### src/rtl/vpd_pkg.sv
package vpd_pkg;
    localparam int unsigned VPD_SLOTS = 8;
    localparam int unsigned VPD_OPW   = 32;
    localparam int unsigned VPD_PBIT  = 0;
endpackage

### src/rtl/vpd_boundary.sv
module vpd_boundary #(
    parameter  int SLOTS = 8,
    localparam int IDXW  = $clog2(SLOTS)
) (
    input  logic [SLOTS-1:0] chain_i,
    input  logic [IDXW-1:0]  start_i,
    output logic [SLOTS-1:0] mask_o,
    output logic [IDXW-1:0]  end_o,
    output logic             last_o
);
    always_comb begin
        logic run;
        logic prev;
        run  = 1'b0;
        prev = 1'b0;
        end_o = '0;
        for (int i = 0; i < SLOTS; i++) begin
            run       = (start_i == IDXW'(i)) | (run & prev);
            mask_o[i] = run;
            prev      = chain_i[i];
            if (run) end_o = IDXW'(i);
        end
        last_o = mask_o[SLOTS-1];
    end
endmodule

### src/rtl/vpd_slot_mux.sv
module vpd_slot_mux #(
    parameter int SLOTS = 8,
    parameter int OPW   = 32
) (
    input  logic [SLOTS*OPW-1:0] ops_i,
    input  logic [SLOTS-1:0]     mask_i,
    output logic [SLOTS*OPW-1:0] ops_o
);
    for (genvar g = 0; g < SLOTS; g++) begin : g_slot
        assign ops_o[g*OPW +: OPW] = mask_i[g] ? ops_i[g*OPW +: OPW] : '0;
    end
endmodule

### src/rtl/vliw_pkt_dispatch.sv
module vliw_pkt_dispatch
    import vpd_pkg::*;
#(
    parameter  int SLOTS = VPD_SLOTS,
    parameter  int OPW   = VPD_OPW,
    parameter  int PBIT  = VPD_PBIT,
    localparam int IDXW  = $clog2(SLOTS),
    localparam int PKTW  = SLOTS * OPW
) (
    input  logic            clk,
    input  logic            rst_n,
    input  logic            fp_valid_i,
    input  logic [PKTW-1:0] fp_data_i,
    input  logic            redir_valid_i,
    input  logic [IDXW-1:0] redir_idx_i,
    input  logic            issue_ready_i,
    output logic            ep_valid_o,
    output logic [SLOTS-1:0] ep_mask_o,
    output logic [PKTW-1:0] ep_ops_o,
    output logic            fetch_req_o
);
    typedef struct packed {
        logic [PKTW-1:0] pkt;
        logic [IDXW-1:0] ptr;
        logic            full;
    } disp_st_t;

    disp_st_t st_d, st_q;

    logic [SLOTS-1:0] chain_w;
    logic [SLOTS-1:0] span_w;
    logic [IDXW-1:0]  end_w;
    logic             last_w;

    for (genvar g = 0; g < SLOTS; g++) begin : g_chain
        assign chain_w[g] = st_q.pkt[g*OPW + PBIT];
    end

    vpd_boundary #(.SLOTS(SLOTS)) bnd_i (
        .chain_i (chain_w),
        .start_i (st_q.ptr),
        .mask_o  (span_w),
        .end_o   (end_w),
        .last_o  (last_w)
    );

    assign ep_valid_o = st_q.full;
    assign ep_mask_o  = st_q.full ? span_w : '0;

    vpd_slot_mux #(.SLOTS(SLOTS), .OPW(OPW)) mux_i (
        .ops_i  (st_q.pkt),
        .mask_i (ep_mask_o),
        .ops_o  (ep_ops_o)
    );

    always_comb begin
        st_d        = st_q;
        fetch_req_o = !st_q.full | (issue_ready_i & last_w);
        if (redir_valid_i) begin
            st_d.pkt  = fp_data_i;
            st_d.ptr  = redir_idx_i;
            st_d.full = 1'b1;
        end else if (fetch_req_o && fp_valid_i) begin
            st_d.pkt  = fp_data_i;
            st_d.ptr  = '0;
            st_d.full = 1'b1;
        end else if (st_q.full && issue_ready_i) begin
            if (last_w) begin
                st_d.full = 1'b0;
            end else begin
                st_d.ptr = end_w + IDXW'(1);
            end
        end
    end

    always_ff @(posedge clk) begin
        if (!rst_n) begin
            st_q <= '0;
        end else begin
            st_q <= st_d;
        end
    end
endmodule

### config.mk
export PLATFORM = sky130hd
export DESIGN_NAME = vliw_pkt_dispatch
export DESIGN_NICKNAME = d
export VERILOG_FILES = /design/src/rtl/vpd_pkg.sv /design/src/rtl/vpd_boundary.sv /design/src/rtl/vpd_slot_mux.sv /design/src/rtl/vliw_pkt_dispatch.sv
export SDC_FILE = /design/constraint.sdc
export NUM_CORES = 1
export LEC_CHECK = 0
export BUFFER_PORTS_ARGS = -buffer_cell sky130_fd_sc_hd__clkbuf_2
export CORE_AREA = 2 2 204 206
export DETAILED_ROUTE_END_ITERATION = 10
export DIE_AREA = 0 0 206 208
export SYNTH_ARGS = -nofsm -noshare
export SYNTH_HDL_FRONTEND = slang
export SYNTH_SLANG_ARGS = --single-unit
### constraint.sdc
create_clock -name clk -period 4.4 [get_ports clk]
set_input_delay 0.44 -clock clk [delete_from_list [all_inputs] [get_ports clk]]
set_output_delay 0.44 -clock clk [all_outputs]
set_load 0.02 [all_outputs]
Word-level counts from Yosys, hierarchy flattened
Cells that the tools add are included.
- bits in registers: 260
- latch bits: 0
- memory bits (writable): 0
- ROM bits: 0
- output and inout bits: 266
- logic and storage cells: 59
- memories: 0
- $add $sub $neg: 1
- $mul: 0
- div/mod/pow operators: 0
- $lt $le $gt $ge: 0
- equality and inequality tests: 8
- shift-type cells: 0
- multiplexer cells: 22
- bitwise gates (word level): 16
- reduce and logical (&&, ||, !) cells: 9
- operators with widths (cell ; number):
    260-bit two-way mux ; 1
    256-bit two-way mux ; 1
    32-bit two-way mux ; 8
    3-bit two-way mux ; 7
    3-bit equality test, second input constant ; 4
    1-bit bitwise AND ; 8
    4-bit two-way mux ; 2
    8-bit two-way mux ; 1
    1-bit bitwise OR ; 8
    3-bit by 2-bit equality test with 1-bit output, second input constant ; 2
    3-bit nonzero test ; 2
    2-bit AND reduction ; 2
    3-bit by 1-bit adder with 3-bit output, second input constant ; 1
    3-bit by 1-bit equality test with 1-bit output, second input constant ; 1
    3-bit zero test ; 1
    3-bit by 2-bit inequality test with 1-bit output, second input constant ; 1
    1-bit logical AND ; 2
    1-bit two-way mux ; 2
    2-bit nonzero test ; 1
    1-bit zero test ; 1

Logic depth before layout (Yosys ltp)
Gate-level depths: netlist of the first run.
- depth in word-level cells: 21
- gate-level depth with buffers: 11
- depth with buffers taken out: 10

Hierarchy
Synthesis of the first run repeated with hierarchy kept, for this count alone.
- cell total of the unflattened synthesis: 1583
- area, all modules: 15486.1 um^2
- by module, submodules not included (module ; instances ; cells each ; area each (um^2) ; seq. area each (um^2)):
    vliw_pkt_dispatch ; 1 ; 1261 ; 13172.6 ; 5205.0
    vpd_slot_mux ; 1 ; 280 ; 2042.0 ; 0.0
    vpd_boundary ; 1 ; 42 ; 271.5 ; 0.0

Worst setup path before layout of the first run
No wires, ideal clock.
- path type: reg-to-output
- from: reg st_q[1] (netlist bit)
- to: out ep_ops_o[246]
- data arrival time: 1893 ps
- slack: 2067 ps
- cell stages (with the launch flop): 8
- buffers on the path: 1
- cells stage by stage: dfxtp_1 -> and2_1 -> o311a_4 -> a41oi_4 -> or2_2 -> nor2_2 -> buf_2 -> and2_1
- longest elaborated chain between the ends: 17
- ends and longest elaborated chain (item ; RTL line ; RTL):
    start: declaration ; vliw_pkt_dispatch.sv:28 ; disp_st_t st_d, st_q;
    start signal: assignment ; vliw_pkt_dispatch.sv:80 ; st_q <= st_d;
    3-bit zero test ; vpd_boundary.sv:18 ; run = (start_i == IDXW'(i)) | (run & prev);
    1-bit bitwise AND ; vpd_boundary.sv:18 ;
    1-bit bitwise OR ; vpd_boundary.sv:18 ;
    1-bit bitwise AND ; vpd_boundary.sv:18 ;
    1-bit bitwise OR ; vpd_boundary.sv:18 ;
    1-bit bitwise AND ; vpd_boundary.sv:18 ;
    1-bit bitwise OR ; vpd_boundary.sv:18 ;
    1-bit bitwise AND ; vpd_boundary.sv:18 ;
    [2 not listed] ; - ;
    1-bit bitwise OR ; vpd_boundary.sv:18 ;
    1-bit bitwise AND ; vpd_boundary.sv:18 ;
    1-bit bitwise OR ; vpd_boundary.sv:18 ;
    1-bit bitwise AND ; vpd_boundary.sv:18 ;
    1-bit bitwise OR (*) ; vpd_boundary.sv:18 ;
    8-bit two-way mux (*) ; vliw_pkt_dispatch.sv:48 ; assign ep_mask_o = st_q.full ? span_w : '0;
    named net ep_mask_o[7] ; vliw_pkt_dispatch.sv:18 ; output logic [SLOTS-1:0] ep_mask_o,
    32-bit two-way mux (*) ; vpd_slot_mux.sv:10 ; assign ops_o[g*OPW +: OPW] = mask_i[g] ? ops_i[g*OPW +: OPW] : '0;
    end: declaration ; vliw_pkt_dispatch.sv:19 ; output logic [PKTW-1:0] ep_ops_o,
The timed path passes the listed nets; every way through them passes the cells marked *.

Worst setup path in the final report of the first run
- from: reg st_q[2] (netlist bit)
- to: out ep_ops_o[192]
- longest elaborated chain between the ends: 15
- ends and longest elaborated chain (item ; RTL line):
    3-bit zero test ; vpd_boundary.sv:18
    1-bit bitwise AND ; vpd_boundary.sv:18
    1-bit bitwise OR ; vpd_boundary.sv:18
    1-bit bitwise AND ; vpd_boundary.sv:18
    1-bit bitwise OR ; vpd_boundary.sv:18
    1-bit bitwise AND ; vpd_boundary.sv:18
    1-bit bitwise OR ; vpd_boundary.sv:18
    1-bit bitwise AND ; vpd_boundary.sv:18
    1-bit bitwise OR ; vpd_boundary.sv:18
    1-bit bitwise AND ; vpd_boundary.sv:18
    1-bit bitwise OR ; vpd_boundary.sv:18
    1-bit bitwise AND ; vpd_boundary.sv:18
    1-bit bitwise OR (*) ; vpd_boundary.sv:18
    8-bit two-way mux (*) ; vliw_pkt_dispatch.sv:48
    32-bit two-way mux (*) ; vpd_slot_mux.sv:10
Every way passes the cells marked *; elsewhere a longest branch is shown, timed or not.

==> results of run 1 <==
sequential cells by signal, summed over array words and instances (netlist names):
signal and flops:
chain_w 8, ep_valid_o 1, st_q 251
power groups by stage:
| stage | sequential (W) | combinational, W | clock, W |
|---|---|---|---|
| final | 0.00260 | 0.000646 | 0.00228 |
| after global routing | 0.00262 | 0.000727 | 0.00247 |
| after CTS | 0.00260 | 0.000656 | 0.00237 |
| after detailed placement | 0.00265 | 0.000654 | 0 |
| after global placement | 0.00265 | 0.000642 | 0 |
| after floorplan | 0.00261 | 0.000433 | 0 |
worst min-delay path, delay by kind of cell:
kind | cells | cell delay [ps]
AND/OR/NAND/NOR | 1 | 40
buffers and inverters | 1 | 80
AO/OA/AOI/OAI | 1 | 50
metrics by stage:
step           setup WS, ps  cell area (um2)  hold WS, ps
2_1_floorplan          2067            11150        427.3
3_3_place_gp           1570            14040        433.4
3_5_place_dp           1429            14040        438.6
4_1_cts               800.4            14910        70.52
5_1_grt               621.9            14910        80.45
6_report              872.3            14910        112.2
synth_stat cells, types with 2 or more instances:
| cell | instances | share of area (%) |
|---|---|---|
| o21ai_1 | 2 | 0.090 |
| buf_4 | 16 | 1.1 |
| dfxtp_1 | 260 | 47 |
| clkbuf_1 | 55 | 1.9 |
| nand3_1 | 2 | 0.090 |
| a221oi_2 | 3 | 0.40 |
| mux2i_1 | 2 | 0.18 |
| nor2b_1 | 4 | 0.22 |
| a21oi_1 | 263 | 12 |
| o21ai_0 | 5 | 0.22 |
| inv_1 | 6 | 0.20 |
| nor3_1 | 4 | 0.18 |
| and2_1 | 227 | 13 |
| nand2b_1 | 3 | 0.17 |
| and3_1 | 32 | 1.8 |
| nor2_1 | 5 | 0.17 |
| buf_6 | 15 | 1.5 |
| or2_2 | 2 | 0.11 |
| nand2_1 | 518 | 17 |
| buf_2 | 29 | 1.3 |
cell families (layout without fill, tap and decap cells):
group	after synthesis	after routing	share of synthesized area (%)
XOR/XNOR	1	1	0.07858
AND/OR/NAND/NOR	800	800	33.15
adder cells (fa/ha/maj)	1	1	0.1122
other	0	1	0
flip-flops	260	260	46.69
AO/OA/AOI/OAI	285	285	13.80
buffers and inverters	122	598	5.982
multiplexers	2	2	0.1796
how the worst min path moves through the flow:
stage,startpoint,endpoint,cells after the start
after floorplan,chain_w[7],chain_w[7],2
after global placement,st_q[71],st_q[71],2
after detailed placement,st_q[51],st_q[51],2
after CTS,fp_data_i[126],st_q[130],3
after global routing,fp_data_i[115],st_q[119],3
final,fp_data_i[115],st_q[119],3
area by class of cell:
cell class / instances / area, um2 / area share [%]
Tap cell: 532 / 665.6 / 4.463
Timing Repair Buffer: 546 / 2838 / 19.03
Inverter: 7 / 33.78 / 0.2265
Clock inverter: 2 / 35.03 / 0.2349
Sequential cell: 260 / 5205 / 34.90
Clock buffer: 43 / 838.3 / 5.621
Antenna cell: 1 / 2.502 / 0.01678
Multi-Input combinational cell: 1089 / 5295 / 35.51
routing by layer:
metal / GRT usage [%] / routed length [um] / vias up
met4: 5.443 / 1092 / 2
met2: 27.61 / 17700 / 435
met1: 20.21 / 15700 / 5035
met3: 3.885 / 2883 / 66
li1: - / - / 5596
met5: 0 / 13 / -
==> results_dict.tcl, run 1 <==
set metrics [dict create \
    crit_path_start "st_q[2]" \
    synth-edff-count 0 \
    num-fill-cells 4320 \
    slew_headroom_pct 27.69 \
    slowest_stage "o21a_1" \
    gp_congestion 0.8367 \
    synth.distinct_cells 38 \
    firstDrtPassIters 5 \
    cts_max_path_buffers 3 \
    r2r_start "st_q[2]" \
    fin_crit_sh_pct 80.18 \
    p_leak_nw 7.301 \
    power_frac_comb_pct 11.7 \
    worstMarginPinSlew_ps 1085 \
    cts.sink_count 260 \
    die_w_um 206 \
    final_cells 2480 \
    drv_slew 0 \
    final_common_cell "clkbuf_2" \
    clk_latency_ps 550 \
    internal_power_w 0.004112 \
    setup_violations 0 \
    clkTransAtPathRegs_ps 60 \
    drt_wl_total_um 37390 \
    path_cells "o21ai_0 > nand2b_1 > nand3_1 > nor2b_1 > o21a_1 > and2_1 > clkbuf_2" \
    fp.coreArea_mm2 0.04055 \
    cts_tree "built" \
    ys.flop_type "dfxtp_1" \
    start_util_pct 27.49 \
    dieArea_mm2 0.04285 \
    cp-start-kind "flop" \
    area_growth_syn_to_layout_pct 33.77 \
    finalClockSkew_ps 7.118 \
    die_h_um 208 \
    peakVddDrop_v 0.0002918 \
    p_sw_share_pct 25.57 \
    p_total_w 0.005525 \
    fin_crit_ps 3528 \
    hold_path_class "in -> reg" \
    max_stage_delay_ps 750 \
    r2r_end "st_q[43]" \
    switchingPower_w 0.001413 \
    htreeDepth 1 \
    cts_resized 0 \
    p_clk_share_pct 41.2 \
    grt-ovfl-total 0 \
    crit_type "reg -> out" \
    totalNegativeSetupSlack_ps 0 \
    ys_seq_area_share_pct 46.69 \
    path_max_fanout 33 \
    p_per_area_mw_per_mm2 370.5 \
    syn_area_mm2 0.01115 \
    status "finished, final reports clean" \
    cp.required_ps 3960 \
    dp.cells 2434 \
    place_hpwl_um 26540 \
    drtAntennaViolNets 0 \
    wl_per_cell_um 15.08 \
    drive_gt1_share_pct 30.82 \
    cp.arrival_ps 3090 \
    crit_buf_inv 1 \
    post_cts_buffers 0 \
    final_util_pct 36.77 \
    max_clock_freq_ghz 0.2835 \
    pin_count 530 \
    io_buffers 529 \
    mostFrequentLayoutCells "clkbuf_2 (529), nand2_1 (518), a21oi_1 (263), dfxtp_1 (260), and2_1 (227)" \
    maxCapViolCount 0 \
    yosys_register_bits 260 \
    cp_num_cells 7 \
    syn_avg_cell_area_um2 7.579 \
    antenna_found_initial 4 \
    cp_top_family "compound AO/OA/AOI/OAI gates" \
    synthCells 1471 \
    drc_errors 0 \
    vias_per_cell 4.490 \
    grtUsageTotal_pct 16.32 \
    regToRegSetupSlack_ps 1590 \
    holdBufCountCts 0 \
    syn_nets 1736 \
    crit_end "ep_ops_o[192]" \
    rsz0062_at_grt "false" \
    yosys_warnings 0 \
    cts_inserted_buffers 28 \
    drt_iter0_drc 763 \
    nNetsFinal 2197 \
    grt_max_degree 183 \
    cts-root-buf "clkbuf_16" \
    grt_pass1_vias 10490 \
    power_frac_seq_pct 47.1 \
    worst-r2r-cell-count 7 \
    finalHoldViolations 0 \
    num_vias 11130 \
    grt_pass1_wl_um 56550 \
    worstSetupEndpointType "output pin" \
    rows 74 \
    ys_async_sr_fraction_pct 0 \
]
No activity file was read; power rests on OpenSTA's default activity.
==> run 2: changes to the inputs <==
- ABC_AREA: unset -> 1
- CORE_AREA: 2 2 204 206 -> 2 2 206 208
- DIE_AREA: 0 0 206 208 -> 0 0 208 210
- clock period: 4.4 -> 3.45 ns (I/O delays scaled with it)
==> run 2 against run 1 <==
  * Sequential power up 30%
  * Critical path depth up 10
  * Highest routed layer unchanged
  * Critical endpoint is now ep_ops_o[234]
  * Hold slack worse by 84 ps
  * First-iteration DRC count up 5.5%
  * Power up 45%
  * Core utilization up 5.5 points
  * Die area up 1.9%
  * Register-to-register slack worse by 1000 ps
==> results_dict.tcl, run 2 <==
set metrics [dict create \
    cts_tree "built" \
    hold_depth 3 \
    yosys_register_bits 260 \
    start_util_pct 29.54 \
    crit_top_cell "nand2_2" \
    fp.coreArea_mm2 0.04148 \
    num_vias 12650 \
    num-fill-cells 4200 \
    place_hpwl_um 27170 \
    drv_slew 0 \
    clk_latency_ps 560 \
    pin_count 530 \
    largest_reg_flops 251 \
    grt-ovfl-total 0 \
    drive_gt1_share_pct 34.41 \
    syn_avg_cell_area_um2 7.055 \
    max_stage_delay_ps 350 \
    maxCapViolCount 0 \
    cts_max_path_buffers 3 \
    yosys.area.top_type "dfxtp_1" \
    grtUsageTotal_pct 17.52 \
    final_cells 2931 \
    fin_crit_sh_pct 94.23 \
    fin_crit_ps 3251 \
    cp.arrival_ps 2910 \
    crit_type "reg -> out" \
    grt_max_degree 157 \
    cts_inserted_buffers 30 \
    die_h_um 210 \
    yosysTopAreaCellShare_pct 42.47 \
    max_clock_freq_ghz 0.3076 \
    wl_per_cell_um 13.87 \
    synth_top_cells_by_area "dfxtp_1 (42%), nor2_1 (18%), nor2_2 (10%)" \
    worstSetupEndpointType "output pin" \
    grt_pass1_wl_um 63470 \
    finalHoldViolations 0 \
    dp.cells 2709 \
    peakVddDrop_v 0.0002858 \
    setup_violations 0 \
    htreeDepth 1 \
    grt_pass1_vias 12520 \
    area_growth_syn_to_layout_pct 43.01 \
    p_leak_nw 8.444 \
    ys_async_sr_fraction_pct 0 \
    cp_top_family "simple AND/OR/NAND/NOR gates" \
    die_w_um 208 \
    synthCells 1737 \
    p_per_area_mw_per_mm2 458.1 \
    drt_iter0_drc 805 \
    dieArea_mm2 0.04368 \
    syn_nets 2002 \
    final_common_cell "nor2_1" \
    hold_path_class "in -> reg" \
    synthTopCellsByCount "nor2_1 (578), inv_1 (272), dfxtp_1 (260), nor2_2 (201), o21ai_0 (150)" \
    rsz0062_at_grt "true" \
    drt_wl_total_um 40650 \
    antenna_found_initial 5 \
    cts-root-buf "clkbuf_16" \
    drtAntennaViolNets 0 \
    finalClockSkew_ps 16.20 \
    path_max_fanout 16 \
    worst-r2r-cell-count 19 \
    gp_congestion 0.8539 \
    ys_seq_area_share_pct 42.47 \
    rows 75 \
    slew_headroom_pct 31.27 \
    io_buffers 529 \
    cp_num_cells 17 \
    whs_ps 27.98 \
    ys.flop_type "dfxtp_1" \
    mostFrequentLayoutCells "nor2_1 (575), clkbuf_2 (528), inv_1 (270), dfxtp_1 (260), nor2_2 (203)" \
    synth_most_common_cell "nor2_1" \
    synth.distinct_cells 28 \
    path_cells "nor2_2 > nand3_2 > nand2_2 > nand2_2 > nand2_4 > nand2_4 > nand2_2 > nand3_2 > nand2_2 > nand2_2 > nand2_2 > inv_1 > nor2_4 > clkinvlp_4 > buf_4 > nor2_1 > clkbuf_2" \
    slowest_stage "dfxtp_1" \
    drc_errors 0 \
    syn_area_mm2 0.01225 \
    worstMarginPinSlew_ps 1030 \
    cp-start-kind "flop" \
    vias_per_cell 4.315 \
    cts.sink_count 260 \
    status "finished, final reports clean" \
    cp.required_ps 3110 \
    nNetsFinal 2630 \
    synth-edff-count 0 \
    crit_buf_inv 4 \
    clkTransAtPathRegs_ps 60 \
    firstDrtPassIters 5 \
    yosys_warnings 0 \
    top_register "st_q" \
]
-- run 2: cell count changes after synthesis, sizes merged, moves of 4 or more --
cell / before / now
and3: 32 / 0
buf: 60 / 55
o21ai: 7 / 258
nand3: 2 / 13
inv: 7 / 275
nor2: 6 / 779
nand2: 518 / 32
a21oi: 264 / 1
nor2b: 4 / 0
and2: 227 / 0
-- run 2: what timing repair did --
item / 4_1_cts / 5_1_grt
hold buffers: 157 / 0
buffers inserted: 0 / 4
hold endpoints to repair: 157 / 0
setup endpoints to repair: 0 / 88
gates resized for setup: 0 / 8
-- run 2: path summary, 6_finish.rpt --
| check | slack, ps | end | from |
|---|---|---|---|
| max | 200 | ep_ops_o[234] | st_q[3] |
| min | 30 | st_q[206] | fp_data_i[202] |
| min reg2reg | 500 | st_q[123] | st_q[123] |
| max reg2reg | 560 | st_q[177] | st_q[3] |
-- run 2: metal layers --
layer  vias to the layer above  track usage [%]  wire length [um]
met5                         -                0                25
met4                         4            7.312              1391
met3                        87            3.010              2208
met2                       396            30.69             19820
met1                      5739            21.24             17200
li1                       6422                -                 -
-- run 2: through the flow --
step	TNS (ps)	cell area (um2)	total power [W]	setup WS [ps]	utilization, %
after CTS	0	17450	0.008132	5.120	42.08
after detailed placement	0	14820	0.004556	553.0	35.72
after global routing	-51.06	17520	0.008436	-19.45	42.25
after global placement	0	14820	0.004536	635.9	35.72
after floorplan	0	12250	0.004233	824.4	-
final	0	17520	0.008028	198.9	42.25
-- run 2: area by class of cell --
cell class	count	area [um2]	share of cell area (%)
multi-input combinational	1092	5070	28.93
inverter	275	1052	6.005
tap	539	674.4	3.848
clock inverter	8	125.1	0.7140
timing repair inverter	2	15.01	0.08568
timing repair buffer	704	4436	25.31
antenna	3	7.507	0.04284
clock buffer	48	939.7	5.362
sequential	260	5205	29.70
-- run 2: report_power, final --
group	internal [W]	switching, W	total, W
Combinational	0.000526	0.000744	0.00127
Clock	0.00208	0.00130	0.00338
Sequential	0.00325	0.000125	0.00338
Total	0.00586	0.00217	0.00803
-- run 2: worst min-delay path: stages --
cell and delay, ps:
clkbuf_2 80, nor2_1 40, nor2_1 80
-- run 2: kinds of logic (layout without fill, tap and decap cells) --
kind of cell    after synthesis  in the layout  share of synthesized area, %
simple gates                830            830                         30.46
buf+inv                     385           1037                         16.25
compound gates              260            260                         10.64
flops                       260            260                         42.47
fa+ha+maj                     1              1                        0.1021
xor+xnor                      1              1                       0.07149
other cells                   0              3                             0
